File: config.mk
export PLATFORM = sky130hd
export DESIGN_NAME = rtc_update_ctrl
export DESIGN_NICKNAME = d
export VERILOG_FILES = /design/src/rtl/rtc_update_ctrl.sv
export SDC_FILE = /design/constraint.sdc
export NUM_CORES = 1
export LEC_CHECK = 0
export ABC_AREA = 1
export BUFFER_PORTS_ARGS = -buffer_cell sky130_fd_sc_hd__buf_4
export CORE_ASPECT_RATIO = 1.1
export CORE_MARGIN = 4
export CORE_UTILIZATION = 45
export DETAILED_ROUTE_END_ITERATION = 10
export PLACE_DENSITY = 0.6
export SLEW_MARGIN = 0
export SYNTH_ARGS = -nofsm -noshare
export SYNTH_HDL_FRONTEND = slang
export SYNTH_SLANG_ARGS = --single-unit
export TNS_END_PERCENT = 10
File: constraint.sdc
create_clock -name clk -period 7 [get_ports clk]
set_clock_uncertainty 0.2 [all_clocks]
set_input_delay 0.35 -clock clk [delete_from_list [all_inputs] [get_ports clk]]
set_output_delay 0.35 -clock clk [all_outputs]
set_load 0.02 [all_outputs]
File: src/rtl/rtc_update_ctrl.sv
module rtc_update_ctrl #(
  parameter int SEC_TICKS  = 32768,
  parameter int LEAD_TICKS = 8,
  parameter int UPD_TICKS  = 65
) (
  input  logic       clk,
  input  logic       rst_n,
  input  logic       tick,
  input  logic [3:0] addr,
  input  logic [7:0] wdata,
  input  logic       wr_en,
  input  logic       rd_en,
  output logic [7:0] rdata,
  output logic       uip,
  output logic       irq
);
  localparam int DW = $clog2(SEC_TICKS);
  localparam logic [DW-1:0] HOLD_V  = DW'(SEC_TICKS/2 - UPD_TICKS);
  localparam logic [DW-1:0] BUSY_V  = DW'(SEC_TICKS - LEAD_TICKS - UPD_TICKS);
  localparam logic [DW-1:0] LAST_V  = DW'(SEC_TICKS - 1);

  localparam logic [3:0] A_SEC = 4'd0, A_SECAL = 4'd1, A_MIN = 4'd2, A_MINAL = 4'd3,
                         A_HR = 4'd4, A_HRAL = 4'd5, A_DAY = 4'd6, A_MON = 4'd7,
                         A_YR = 4'd8, A_CTLA = 4'd9, A_CTLB = 4'd10, A_FLG = 4'd11;

  logic [DW-1:0] div_q;
  logic [7:0] sec_q, min_q, hr_q, day_q, mon_q, yr_q;
  logic [7:0] secal_q, minal_q, hral_q;
  logic dvrst_q, set_q, uie_q, aie_q, bin_q, h24_q;
  logic uf_q, af_q;

  function automatic logic [7:0] dec(input logic [7:0] v, input logic bin);
    dec = bin ? v : ({4'd0, v[7:4]} * 8'd10) + {4'd0, v[3:0]};
  endfunction

  function automatic logic [7:0] enc(input logic [7:0] b, input logic bin);
    logic [7:0] t, o;
    t = b / 8'd10;
    o = b % 8'd10;
    enc = bin ? b : {t[3:0], o[3:0]};
  endfunction

  function automatic logic hit(input logic [7:0] a, input logic [7:0] v);
    hit = (a[7:6] == 2'b11) || (a == v);
  endfunction

  logic last_tick, upd;
  assign last_tick = tick && (div_q == LAST_V);
  assign upd       = last_tick && !dvrst_q && !set_q;

  logic [7:0] sb, mb, hb, db, mob, yb, dim, h12n;
  logic [7:0] n_sec, n_min, n_hr, n_day, n_mon, n_yr;
  logic c_min, c_hr, c_day, c_mon, c_yr, leap, al_hit;

  always_comb begin
    sb  = dec(sec_q, bin_q);
    mb  = dec(min_q, bin_q);
    db  = dec(day_q, bin_q);
    mob = dec(mon_q, bin_q);
    yb  = dec(yr_q, bin_q);
    hb  = h24_q ? dec(hr_q, bin_q) : dec({1'b0, hr_q[6:0]}, bin_q);

    c_min = sb >= 8'd59;
    n_sec = enc(c_min ? 8'd0 : sb + 8'd1, bin_q);
    c_hr  = c_min && (mb >= 8'd59);
    n_min = c_min ? enc((mb >= 8'd59) ? 8'd0 : mb + 8'd1, bin_q) : min_q;

    if (hb == 8'd11)      h12n = enc(8'd12, bin_q);
    else if (hb >= 8'd12) h12n = enc(8'd1, bin_q);
    else                  h12n = enc(hb + 8'd1, bin_q);

    if (h24_q) begin
      c_day = c_hr && (hb >= 8'd23);
      n_hr  = c_hr ? enc((hb >= 8'd23) ? 8'd0 : hb + 8'd1, bin_q) : hr_q;
    end else begin
      c_day = c_hr && (hb == 8'd11) && hr_q[7];
      n_hr  = c_hr ? {(hb == 8'd11) ? ~hr_q[7] : hr_q[7], h12n[6:0]} : hr_q;
    end

    leap = (yb[1:0] == 2'b00);
    case (mob)
      8'd2:                     dim = leap ? 8'd29 : 8'd28;
      8'd4, 8'd6, 8'd9, 8'd11:  dim = 8'd30;
      default:                  dim = 8'd31;
    endcase

    c_mon = c_day && (db >= dim);
    n_day = c_day ? enc((db >= dim) ? 8'd1 : db + 8'd1, bin_q) : day_q;
    c_yr  = c_mon && (mob >= 8'd12);
    n_mon = c_mon ? enc((mob >= 8'd12) ? 8'd1 : mob + 8'd1, bin_q) : mon_q;
    n_yr  = c_yr ? enc((yb >= 8'd99) ? 8'd0 : yb + 8'd1, bin_q) : yr_q;

    al_hit = hit(secal_q, n_sec) && hit(minal_q, n_min) && hit(hral_q, n_hr);
  end

  logic wr_any, rd_flg;
  assign wr_any = wr_en;
  assign rd_flg = rd_en && (addr == A_FLG);

  always_ff @(posedge clk) begin
    if (!rst_n)             div_q <= '0;
    else if (dvrst_q)       div_q <= HOLD_V;
    else if (tick)          div_q <= (div_q == LAST_V) ? '0 : div_q + 1'b1;
  end

  always_ff @(posedge clk) begin
    if (!rst_n) begin
      sec_q <= 8'h00; min_q <= 8'h00; hr_q <= 8'h00;
      day_q <= 8'h01; mon_q <= 8'h01; yr_q <= 8'h00;
    end else begin
      if (upd) begin
        sec_q <= n_sec; min_q <= n_min; hr_q <= n_hr;
        day_q <= n_day; mon_q <= n_mon; yr_q <= n_yr;
      end
      if (wr_any) begin
        case (addr)
          A_SEC: sec_q <= wdata;
          A_MIN: min_q <= wdata;
          A_HR:  hr_q  <= wdata;
          A_DAY: day_q <= wdata;
          A_MON: mon_q <= wdata;
          A_YR:  yr_q  <= wdata;
          default: ;
        endcase
      end
    end
  end

  always_ff @(posedge clk) begin
    if (!rst_n) begin
      secal_q <= 8'h00; minal_q <= 8'h00; hral_q <= 8'h00;
      dvrst_q <= 1'b0;
      set_q <= 1'b0; uie_q <= 1'b0; aie_q <= 1'b0; bin_q <= 1'b0; h24_q <= 1'b1;
    end else if (wr_any) begin
      case (addr)
        A_SECAL: secal_q <= wdata;
        A_MINAL: minal_q <= wdata;
        A_HRAL:  hral_q  <= wdata;
        A_CTLA:  dvrst_q <= wdata[1];
        A_CTLB:  {h24_q, bin_q, aie_q, uie_q, set_q} <= wdata[4:0];
        default: ;
      endcase
    end
  end

  always_ff @(posedge clk) begin
    if (!rst_n) begin
      uf_q <= 1'b0;
      af_q <= 1'b0;
    end else begin
      if (upd)         uf_q <= 1'b1;
      else if (rd_flg) uf_q <= 1'b0;
      if (upd && al_hit) af_q <= 1'b1;
      else if (rd_flg)   af_q <= 1'b0;
    end
  end

  assign uip = !dvrst_q && !set_q && (div_q >= BUSY_V);
  assign irq = (uf_q && uie_q) || (af_q && aie_q);

  always_comb begin
    case (addr)
      A_SEC:   rdata = sec_q;
      A_SECAL: rdata = secal_q;
      A_MIN:   rdata = min_q;
      A_MINAL: rdata = minal_q;
      A_HR:    rdata = hr_q;
      A_HRAL:  rdata = hral_q;
      A_DAY:   rdata = day_q;
      A_MON:   rdata = mon_q;
      A_YR:    rdata = yr_q;
      A_CTLA:  rdata = {6'd0, dvrst_q, uip};
      A_CTLB:  rdata = {3'd0, h24_q, bin_q, aie_q, uie_q, set_q};
      A_FLG:   rdata = {irq, 5'd0, af_q, uf_q};
      default: rdata = 8'h00;
    endcase
  end
endmodule


# Word level (Yosys, flattened, before mapping)
# Cells that the tools add are included.
[op_classes]
addsub = 14
mul = 7
div_mod_pow = 14
n_lt_le_gt_ge = 8
eq_ne = 24
n_mux = 60
bitwise = 2
n_reduce_logical = 35
[ops]
columns = ["op", "n"]
rows = [
  ["2-to-1 mux 8 bit", 45],
  ["case mux 8 bit (12 select lines)", 1],
  ["divider 8 x 4 -> 8 bit, second input constant", 7],
  ["modulo 8 x 4 -> 8 bit, second input constant", 7],
  ["adder 8 x 1 -> 8 bit, second input constant", 6],
  ["adder 8 x 4 -> 8 bit", 6],
  ["multiplier 4 x 3 -> 7 bit, second input constant", 6],
  ["2-to-1 mux 14 bit", 2],
  ["equality test 8 x 4 -> 1 bit, second input constant", 3],
  ["equality test 8 bit", 3],
  ["2-to-1 mux 7 bit", 3],
  ["logical AND 1 bit", 17],
  ["equality test 4 x 3 -> 1 bit, second input constant", 4],
  ["equality test 4 bit, second input constant", 4],
  ["equality test 8 x 3 -> 1 bit, second input constant", 2],
  [">= comparator 8 x 4 -> 1 bit, second input constant", 2],
  [">= comparator 8 x 6 -> 1 bit, second input constant", 2],
  ["adder 15 x 1 -> 15 bit, second input constant", 1],
  ["equality test 15 bit, second input constant", 1],
  [">= comparator 15 bit, second input constant", 1],
  ["2-to-1 mux 15 bit", 1],
  ["AND reduction 2 bit", 5],
  ["adder 7 x 4 -> 8 bit", 1],
  ["equality test 4 x 2 -> 1 bit, second input constant", 2],
  ["other kinds (18)", 32],
]
[totals]
reg_bits = 95
input_bits = 17
out_inout_bits = 10
word_cells = 183

# Longest topological paths before layout
# Gate-level depths: netlist (run 1).
[logic_depth]
ltp_word = 16
mapped_depth = 48
ltp_nobuf = 48

# Worst setup path before layout (run 1)
# No wires, ideal clock.
[synth_path]
kind = "register -> register"
from = "register mon_q[5]"
to = "register day_q[2]"
setup_ns = 0.119
arrival_ns = 4.570
required_ns = 6.681
setup_slack_ns = 2.111
stages_incl_launch_ff = 34
n_path_buf = 0
period_less_slack_ns = 4.889
cell_sequence = "dfxtp_1 -> ha_1 -> ha_1 -> fa_1 -> inv_1 -> nor2_1 -> o22ai_1 -> a211oi_1 -> nand2_1 -> a21oi_1 -> nand2_1 -> o21ai_0 -> inv_1 -> ha_1 -> inv_1 -> a21boi_0 -> o211ai_1 -> nand2_1 -> inv_1 -> nand3_1 -> nor2_1 -> o21ai_0 -> o21ai_1 -> nand2_1 -> o21ai_0 -> nand2_1 -> nand2_1 -> nand2_1 -> nand2_1 -> o21ai_1 -> a21oi_1 -> a211oi_1 -> a211oi_1 -> nor2_1"
[synth_via]
elab_chain_cells = 14
word_cells_on_any_way = 18
cone_classes = "add/sub: 1; mul: 1; div: 1; order compare: 1; eq/ne: 5; mux: 8; reduce/logical: 1"
[synth_lines]
columns = ["item", "line_no", "rtl"]
rows = [
  ["start, declared", "27", "logic [7:0] sec_q, min_q, hr_q, day_q, mon_q, yr_q;"],
  ["start signal, assigned", "113", "day_q <= n_day; mon_q <= n_mon; yr_q <= n_yr;"],
  ["start signal, assigned", "121", "A_MON: mon_q <= wdata;"],
  ["multiplier 4 x 3 -> 7 bit", "33", "dec = bin ? v : ({4'd0, v[7:4]} * 8'd10) + {4'd0, v[3:0]};"],
  ["adder 8 x 4 -> 8 bit", "33", ""],
  ["2-to-1 mux 8 bit *", "33", ""],
  ["equality test 8 x 3 -> 1 bit or equality test 8 x 4 -> 1 bit (tied branches)", "81", "case (mob)"],
  ["OR reduction 4 bit", "81", ""],
  ["case mux 2 bit (2 select lines) *", "81", ""],
  [">= comparator 8 bit *", "88", "n_day = c_day ? enc((db >= dim) ? 8'd1 : db + 8'd1, bin_q) : day_q;"],
  ["2-to-1 mux 8 bit *", "88", ""],
  ["modulo 8 x 4 -> 8 bit", "39", "o = b % 8'd10;"],
  ["2-to-1 mux 8 bit *", "40", "enc = bin ? b : {t[3:0], o[3:0]};"],
  ["2-to-1 mux 8 bit *", "88", ""],
  ["2-to-1 mux 8 bit *", "111", "if (upd) begin"],
  ["2-to-1 mux 8 bit", "116", "case (addr)"],
  ["2-to-1 mux 8 bit *", "115", "if (wr_any) begin"],
  ["end signal, assigned", "113", ""],
  ["end signal, assigned", "120", "A_DAY: day_q <= wdata;"],
  ["end, declared", "27", ""],
]
# Every way passes the cells marked *; elsewhere a longest branch is shown, timed or not.
# A chain may end at the register's enable or synchronous reset.

# Final worst setup path (run 1)
[layout_path]
from = "register mon_q[7]"
to = "register day_q[2]"
# The elaborated chain is that of the path after synthesis.

==> reports/metrics.cfg, run 1 <==
[outcome]
status=finished clean

[min_path]
hold_depth=3
hold_class=in2reg
min_to=hral_q[6]
min_from=wdata[6]

[critical_path]
crit_required_ps=7040
crit_arrival_ps=5600
regToRegStartpoint=mon_q[7]
startpoint=mon_q[7]
criticalPathCategory=reg2reg
path_buf_inv=5
rr_endpoint=day_q[2]
regToRegSetupSlack_ps=1440
crit_top_cell=nand2_1
cp_slowest_cell=fa_1
cp.depth=33
cp_max_fo=5
end_kind=flip-flop
crit_family=compound AO/OA/AOI/OAI gates
rr_worst_depth=33
critical-path-max-stage-delay_ps=480
start_kind=flip-flop

[global_route]
grt_max_degree=67
grt.overflow.total=0
grtUsageTotal_pct=25.2
antenna_found_initial=0
first_global_vias=9776
grt_pass1_wl_um=49700

[floorplanning]
rows=56
core-area_um2=21400
die_y_um=163
floorplan.initialDensity_pct=46.1
die_w_um=149
io_pins=27
dieArea_um2=24400

[cells_and_area]
n_fill_cell=2338
final_nets=1669
antenna_cells=0
drive_gt1_share_pct=8.61
area_growth_pct=6.65
utilization_pct=49.2
final_cell_area_um2=10500

[drt]
ant_nets=0
drt-pass1-iter-count=6
post-route-drc-count=0
drt_iter0_markers=802
wl_um=30400
num_vias=10287
via_per_inst=5.50
wire_per_inst_um=16.3

[synth]
yosysMostFrequentCell=nand2_1
synth.cell_area_um2=9880
synth-main-ff-cell=dfxtp_1
synth_nets=1672
synth_seq_cells=95
yosysUniqueCellTypes=57
synth_edf_count=0
netlist.area_leader.share_pct=19.2
synth_top_cells_by_count=nand2_1, inv_1, a21oi_1
synth_warnings=0
yosys.area.top_type=dfxtp_1
avgSynthCellArea_um2=6.27
synthArstFlopShare_pct=0
syn_inst=1577
ys_top_cells_by_area=dfxtp_1, nand2_1, a21oi_1, ha_1, inv_1
ys_seq_area_share_pct=19.2

[clock_network]
cts_tree=built
clkSlewWorstSetupHoldPaths_ps=70
h-tree-depth=3
postCtsHoldBufs=0
insertion_delay_ps=360
cts.sinks=95
post_cts_resized=0
cts_root_buf=clkbuf_16
clk_path_buf_depth=2
cts_buffers=9
cts_setup_buffers=0

[pwr]
p_per_area_nw_per_um2=129
p_leak_uw=0.00469
peakVddDrop_v=0.000116

[sta]
period_needed_ps=5560
worstMarginPinSlew_ps=802
setup_tns_ps=0
rsz0062_at_grt=no
drv_slew=0
timing.fmax_ghz=0.180
slew_headroom_pct=46.6
finalCritPeriodShare_pct=79.4
hold_viol=0
setup_violations=0

[placement]
port_buffers=26
hpwl_um=23200
finalWeightedCongestion=0.937
placed_area_um2=10300

[job]
drv_cap=0

## metrics by stage
step,setup slack (ps),hold slack [ps],total power (uW),instances
5_1_grt,766,118,1430,1869
4_1_cts,1460,99.5,1360,1869
3_5_place_dp,1480,256,891,1853
6_report,1440,111,1360,1869
3_3_place_gp,1680,254,889,1853
2_1_floorplan,2110,244,812,1577
## state kept, by name, summed over array words and instances, names as in the netlist
name and flops:
min_q 8, hral_q 8, minal_q 8, h24_q 1, day_q 8, hr_q 8
dvrst_q 1, uie_q 1, sec_q 8, div_q 15, af_q 1, set_q 1
bin_q 1, aie_q 1, uf_q 1, yr_q 8, secal_q 8, mon_q 8
## power by group
group / internal, uW / switching (uW) / leakage, uW / total [uW]
sequential: 553 / 17.8 / 0.000769 / 570
combinational: 105 / 205 / 0.00379 / 309
clock: 244 / 235 / 0.000134 / 479
total: 902 / 457 / 0.00469 / 1360
## layer usage
| metal | share of wire [%] | track usage (%) | vias to the layer above |
|---|---|---|---|
| met5 | 0 | 0 | - |
| met3 | 5.5 | 2.94 | 59 |
| met1 | 44 | 32.0 | 4693 |
| li1 | - | - | 5268 |
| met2 | 48 | 44.3 | 267 |
| met4 | 2.9 | 8.36 | 0 |
## kinds of logic (layout without fill, tap and decap cells)
group / after synthesis / count (layout) / synth area share, %
flip-flops: 95 / 95 / 19.2
AO/OA/AOI/OAI: 407 / 407 / 23.7
adder cells (fa/ha/maj): 78 / 78 / 10.8
AND/OR/NAND/NOR: 673 / 673 / 30.6
buffers and inverters: 274 / 276 / 10.9
XOR/XNOR: 50 / 50 / 4.73
## final cells by class
type	count	area (um^2)	share of cell area, %
Multi-Input combinational cell	1208	6900	65.5
Sequential cell	95	1900	18.1
Inverter	228	860	8.15
Tap cell	290	363	3.44
Timing Repair Buffer	32	240	2.28
Clock buffer	10	229	2.17
Clock inverter	6	43.8	0.415
## how the worst max path moves through the flow
| stage | slack (ps) | endpoint |
|---|---|---|
| finish | 1440 | day_q[2] |
| global placement | 1680 | day_q[2] |
| CTS | 1460 | day_q[2] |
| global route | 770 | day_q[2] |
| floorplan | 2110 | day_q[2] |
| detailed placement | 1480 | day_q[2] |
## cell usage in the layout (no fill, tap or decap), types with 7 or more instances in the layout
| master | n |
|---|---|
| a211oi_1 | 11 |
| a21oi_1 | 172 |
| a221oi_1 | 23 |
| buf_4 | 32 |
| clkbuf_16 | 9 |
| dfxtp_1 | 94 |
| fa_1 | 12 |
| ha_1 | 66 |
| inv_1 | 211 |
| inv_2 | 13 |
| nand2_1 | 323 |
| nand2_2 | 21 |
| nand3_1 | 107 |
| nand3_2 | 7 |
| nand4_1 | 17 |
| nor2_1 | 147 |
| nor2_2 | 8 |
| nor3_1 | 11 |
| o2111ai_1 | 7 |
| o211ai_1 | 10 |
| o21ai_0 | 117 |
| o21ai_1 | 18 |
| o22ai_1 | 18 |
| or2_2 | 8 |
| xnor2_1 | 15 |
| xor2_1 | 31 |
## worst reg2reg max path: cells and delay by family (launching register included)
| family | cells | cell delay, ps |
|---|---|---|
| fa+ha+maj | 4 | 1240 |
| buf+inv | 5 | 440 |
| compound gates | 12 | 1820 |
| flops | 1 | 430 |
| simple gates | 12 | 1320 |
No activity file was read; power rests on OpenSTA's default activity.
==> run 2, diff against run 1 <==
PLACE_DENSITY = 0.62   (was 0.6)
clock period = 4.9 ns   (was 7 ns; I/O delays follow)
==> run 2 against run 1 <==
Count of clock-buffer cells in the layout is 1 lower. Fmax is 13% higher. Via count is 5.3% higher. Die area stayed put. Critical path type unchanged. Critical path depth is 1 lower. Register-to-register slack worse by 1500 ps. The flow now finishes with violations (setup timing). Core utilization is 5.2 points higher. Largest power group unchanged. Worst hold slack worse by 98 ps. Highest routed layer unchanged.
==> reports/metrics.cfg, run 2 (synthesis gave the netlist of run 1 again) <==
[outcome]
status=complete, but fails checks
violations=setup timing

[sta]
worstMarginPinSlew_ps=1120
holdWs_ps=12.8
setup_violations=1
rsz0062_at_grt=yes
slew_headroom_pct=25.4
timing.fmax_ghz=0.203
hold_viol=0
period_needed_ps=4920
setup_ws_ps=-19.4
finalCritPeriodShare_pct=100
drv_slew=0

[critical_path]
crit_arrival_ps=4970
start_kind=flip-flop
crit_top_cell=buf_4
cp_max_fo=4
critical-path-max-stage-delay_ps=510
cp_slowest_cell=fa_2
crit_required_ps=4950
end_kind=flip-flop
criticalPathCategory=reg2reg

[floorplanning]
rows=56
dieArea_um2=24400
floorplan.initialDensity_pct=46.1
die_w_um=149
io_pins=27
die_y_um=163
core-area_um2=21400

[drt]
num_vias=10837
post-route-drc-count=0
wire_per_inst_um=16.0
wl_um=31400
drt-pass1-iter-count=6
via_per_inst=5.52
drt_iter0_markers=661
ant_nets=0

[cells_and_area]
largest_reg_flops=15
drive_gt1_share_pct=18.6
utilization_pct=54.3
layout_common_cells=nand2_1, inv_1, a21oi_1
fin_cells=1964
antenna_cells=0
regMostFlops=div_q
area_growth_pct=17.8
final_nets=1764
layout_commonest_cell=nand2_1

[global_route]
grtUsageTotal_pct=25.5
grt.overflow.total=0
antenna_found_initial=0
grt_pass1_wl_um=50500
first_global_vias=10153
grt_max_degree=66

[pwr]
peakVddDrop_v=0.000163
p_per_area_nw_per_um2=178
p_leak_uw=0.00523

[clock_network]
cts_buffers=9
cts_tree=built
h-tree-depth=3
cts_root_buf=clkbuf_16
clk_path_buf_depth=2
insertion_delay_ps=360
cts.sinks=95
clkSlewWorstSetupHoldPaths_ps=70

[placement]
finalWeightedCongestion=0.990
place_inst=1919
hpwl_um=23500
port_buffers=26
dp_worst_setup_slack_ps=-103

[min_path]
hold_class=in2reg

[job]
drv_cap=0

==> run 2: critical path, delay by kind of cell (launching register included) <==
family	cells	cell delay (ps)
adder cells (fa/ha/maj)	4	1180
XOR/XNOR	1	160
AO/OA/AOI/OAI	5	610
AND/OR/NAND/NOR	7	700
buffers and inverters	15	1610
flip-flops	1	350
==> run 2: layer usage <==
metal | vias to the layer above | routed length (um) | GRT usage [%]
li1 | 5463 | - | -
met1 | 4993 | 13500 | 32.5
met2 | 301 | 14700 | 43.1
met3 | 80 | 1890 | 3.39
met4 | 0 | 1290 | 11.2
met5 | - | 0 | 0
==> run 2: report_power, final <==
part	leakage, uW	internal, uW	switching [uW]
clock	0.000150	398	339
sequential	0.000772	790	18.2
combinational	0.00431	199	330
==> run 2: repair_timing <==
item                                   CTS  global route
setup endpoints to repair                3            19
gates resized for setup                 36            67
endpoints found under the hold margin    1             0
pin swaps                               34            46
setup buffers                           18            10
hold buffers                             1             0
==> run 2: path summary, 6_finish.rpt <==
check | startpoint | endpoint | slack, ps | depth (start not counted)
hold reg to reg | uf_q | uf_q | 270 | 2
hold / removal | tick | div_q[4] | 10 | 3
setup reg to reg | mon_q[4] | day_q[0] | -20 | 32
setup / recovery | mon_q[4] | day_q[0] | -20 | 32
==> run 2: final cells by class <==
class / instances / area, um^2
fill: 2248 / 9790
multi-input combinational: 1208 / 7250
sequential: 95 / 1910
timing repair buffer: 127 / 972
inverter: 228 / 861
tap: 290 / 363
clock buffer: 9 / 225
clock inverter: 7 / 71.3
==> run 2: metrics by stage <==
| step | setup TNS (ps) | power, uW | area, um^2 |
|---|---|---|---|
| 4_1_cts | -49.1 | 2050 | 11400 |
| 3_3_place_gp | 0 | 1290 | 10800 |
| 2_1_floorplan | 0 | 1160 | 9880 |
| 5_1_grt | -2400 | 2170 | 11600 |
| 6_report | -19.4 | 2070 | 11600 |
| 3_5_place_dp | -170 | 1300 | 10800 |
==> run 3, diff against run 2 <==
CORE_UTILIZATION = 55   (was 45)
PLACE_DENSITY = 0.73   (was 0.62)
==> run 3 against run 2 <==
The flow still finishes with violations (setup timing). Core utilization is 9.7 points higher. Setup slack improved by 11 ps. Clock power increased by 0.9%.
==> reports/metrics.cfg, run 3 (synthesis gave the netlist of run 1 again) <==
[sta]
hold_viol=0
worstMarginPinSlew_ps=1160
slew_headroom_pct=22.4
timing.fmax_ghz=0.204
setup_violations=1
holdWs_ps=4.50
setup_ws_ps=-8.65
drv_slew=0
setup_tns_ps=-8.65
period_needed_ps=4910
finalCritPeriodShare_pct=100
rsz0062_at_grt=yes

[clock_network]
insertion_delay_ps=360
cts_buffers=9
cts.sinks=95
cts_root_buf=clkbuf_16
cts_tree=built
clk_path_buf_depth=2
clkSlewWorstSetupHoldPaths_ps=70
h-tree-depth=3

[pwr]
switching_power_uw=683
clock_power_share_pct=36.1
p_int_uw=1380
swShare_pct=33.1
p_leak_uw=0.00505
finalPower_uw=2060
p_per_area_nw_per_um2=182
combPwrFrac_pct=24.6
p_seq_share_pct=39.3
peakVddDrop_v=0.000202

[cells_and_area]
utilization_pct=64.0
n_fill_cell=1736
seq_area_um2=1910
layout_commonest_cell=nand2_1
largest_reg_flops=15
regMostFlops=div_q
drive_gt1_share_pct=16.5
layout_common_cells=nand2_1, inv_1, a21oi_1
final_nets=1736
antenna_cells=0
area_growth_pct=14.5
multiInputGateArea_um2=7200

[global_route]
use_met3_pct=3.82
grtUsageTotal_pct=29.6
grt.overflow.total=0
grt.busiest_layer=met2
grt_util_met2_pct=48.5
antenna_found_initial=0
first_global_vias=9918
grt_pass1_wl_um=48800
grt_max_degree=66
use_met1_pct=39.7

[drt]
ant_nets=0
wire_per_inst_um=15.8
num_vias=10782
via_per_inst=5.72
drt_iter0_markers=822
post-route-drc-count=0
wl_um=29800
drt-pass1-iter-count=6

[placement]
finalWeightedCongestion=1.02
port_buffers=26
hpwl_um=22700
dp_worst_setup_slack_ps=-119

[critical_path]
crit_top_cell=nand2_1
critical-path-max-stage-delay_ps=550
regToRegStartpoint=hr_q[7]
rr_worst_depth=43
cp_max_fo=5
crit_family=simple AND/OR/NAND/NOR gates
criticalPathCategory=reg2reg
crit_required_ps=4980
end_kind=flip-flop
start_kind=flip-flop
crit_arrival_ps=4990
path_buf_inv=5
regToRegSetupSlack_ps=-9
cp_slowest_cell=fa_2
rr_endpoint=af_q

[floorplanning]
floorplan.initialDensity_pct=55.9
core-area_um2=17700
die_w_um=136
rows=51
dieArea_um2=20200
io_pins=27
die_y_um=149

[job]
drv_cap=0

[min_path]
hold_depth=3
min_from=wdata[4]
hold_class=in2reg
min_to=h24_q

[outcome]
violations=setup timing
status=complete, but fails checks

[run 3: changes by cell type in the layout (fill, tap and decap cells not counted), moves of 3 or more]
| cell | before | now |
|---|---|---|
| nand3_1 | 92 | 96 |
| nand2_4 | 9 | 6 |
| nand2_1 | 307 | 311 |
| buf_4 | 124 | 96 |
| nand3_2 | 19 | 16 |
[run 3: how the worst max path moves through the flow]
stage                     startpoint       end  slack (ps)  cells after the start
after floorplan             mon_q[5]  day_q[2]          10                     33
after global placement       hr_q[5]      af_q          -9                     44
final                        hr_q[7]      af_q          -9                     43
after CTS                    hr_q[7]      af_q        -110                     41
after detailed placement     hr_q[5]      af_q        -120                     44
after global routing         hr_q[4]      af_q        -380                     42
[run 3: layout make-up]
type	count	share of cell area [%]
clock inverters	7	0.685
repair buffers	99	6.64
flip-flops and latches	95	16.9
well taps	238	2.63
multi-input cells	1208	63.6
clock buffers	9	1.99
inverters	228	7.61
[run 3: power groups by stage]
stage / Clock (uW) / Combinational [uW] / Sequential, uW
2_1_floorplan: 0 / 338 / 823
3_3_place_gp: 0 / 458 / 826
3_5_place_dp: 0 / 465 / 827
4_1_cts: 747 / 476 / 809
5_1_grt: 777 / 570 / 812
6_report: 745 / 508 / 810
[run 3: tightest hold or removal path: stages]
cell and delay [ps]:
buf_4 140, a21oi_1 70, o21ai_0 80
[run 3: metal layers]
layer  vias up  wire (um)  part of all wire, %
li1       5396          -                    -
met1      4909      12900                   43
met2       388      13900                   47
met3        89       1840                  6.2
met4         0       1200                  4.0
met5         -          0                    0
[run 3: repair_timing]
| item | 4_1_cts | 5_1_grt |
|---|---|---|
| endpoints found under the hold margin | 2 | 0 |
| hold buffers | 2 | 0 |
| endpoints found under the setup margin | 3 | 18 |
| pin swaps | 18 | 39 |
| setup buffers | 2 | 5 |
| gates resized for setup | 20 | 68 |
[run 3: through the flow]
stage	instances	cell area [um^2]
after floorplan	1577	9880
after global placement	1859	10600
after detailed placement	1859	10600
after CTS	1879	11100
after global routing	1884	11300
final	1884	11300
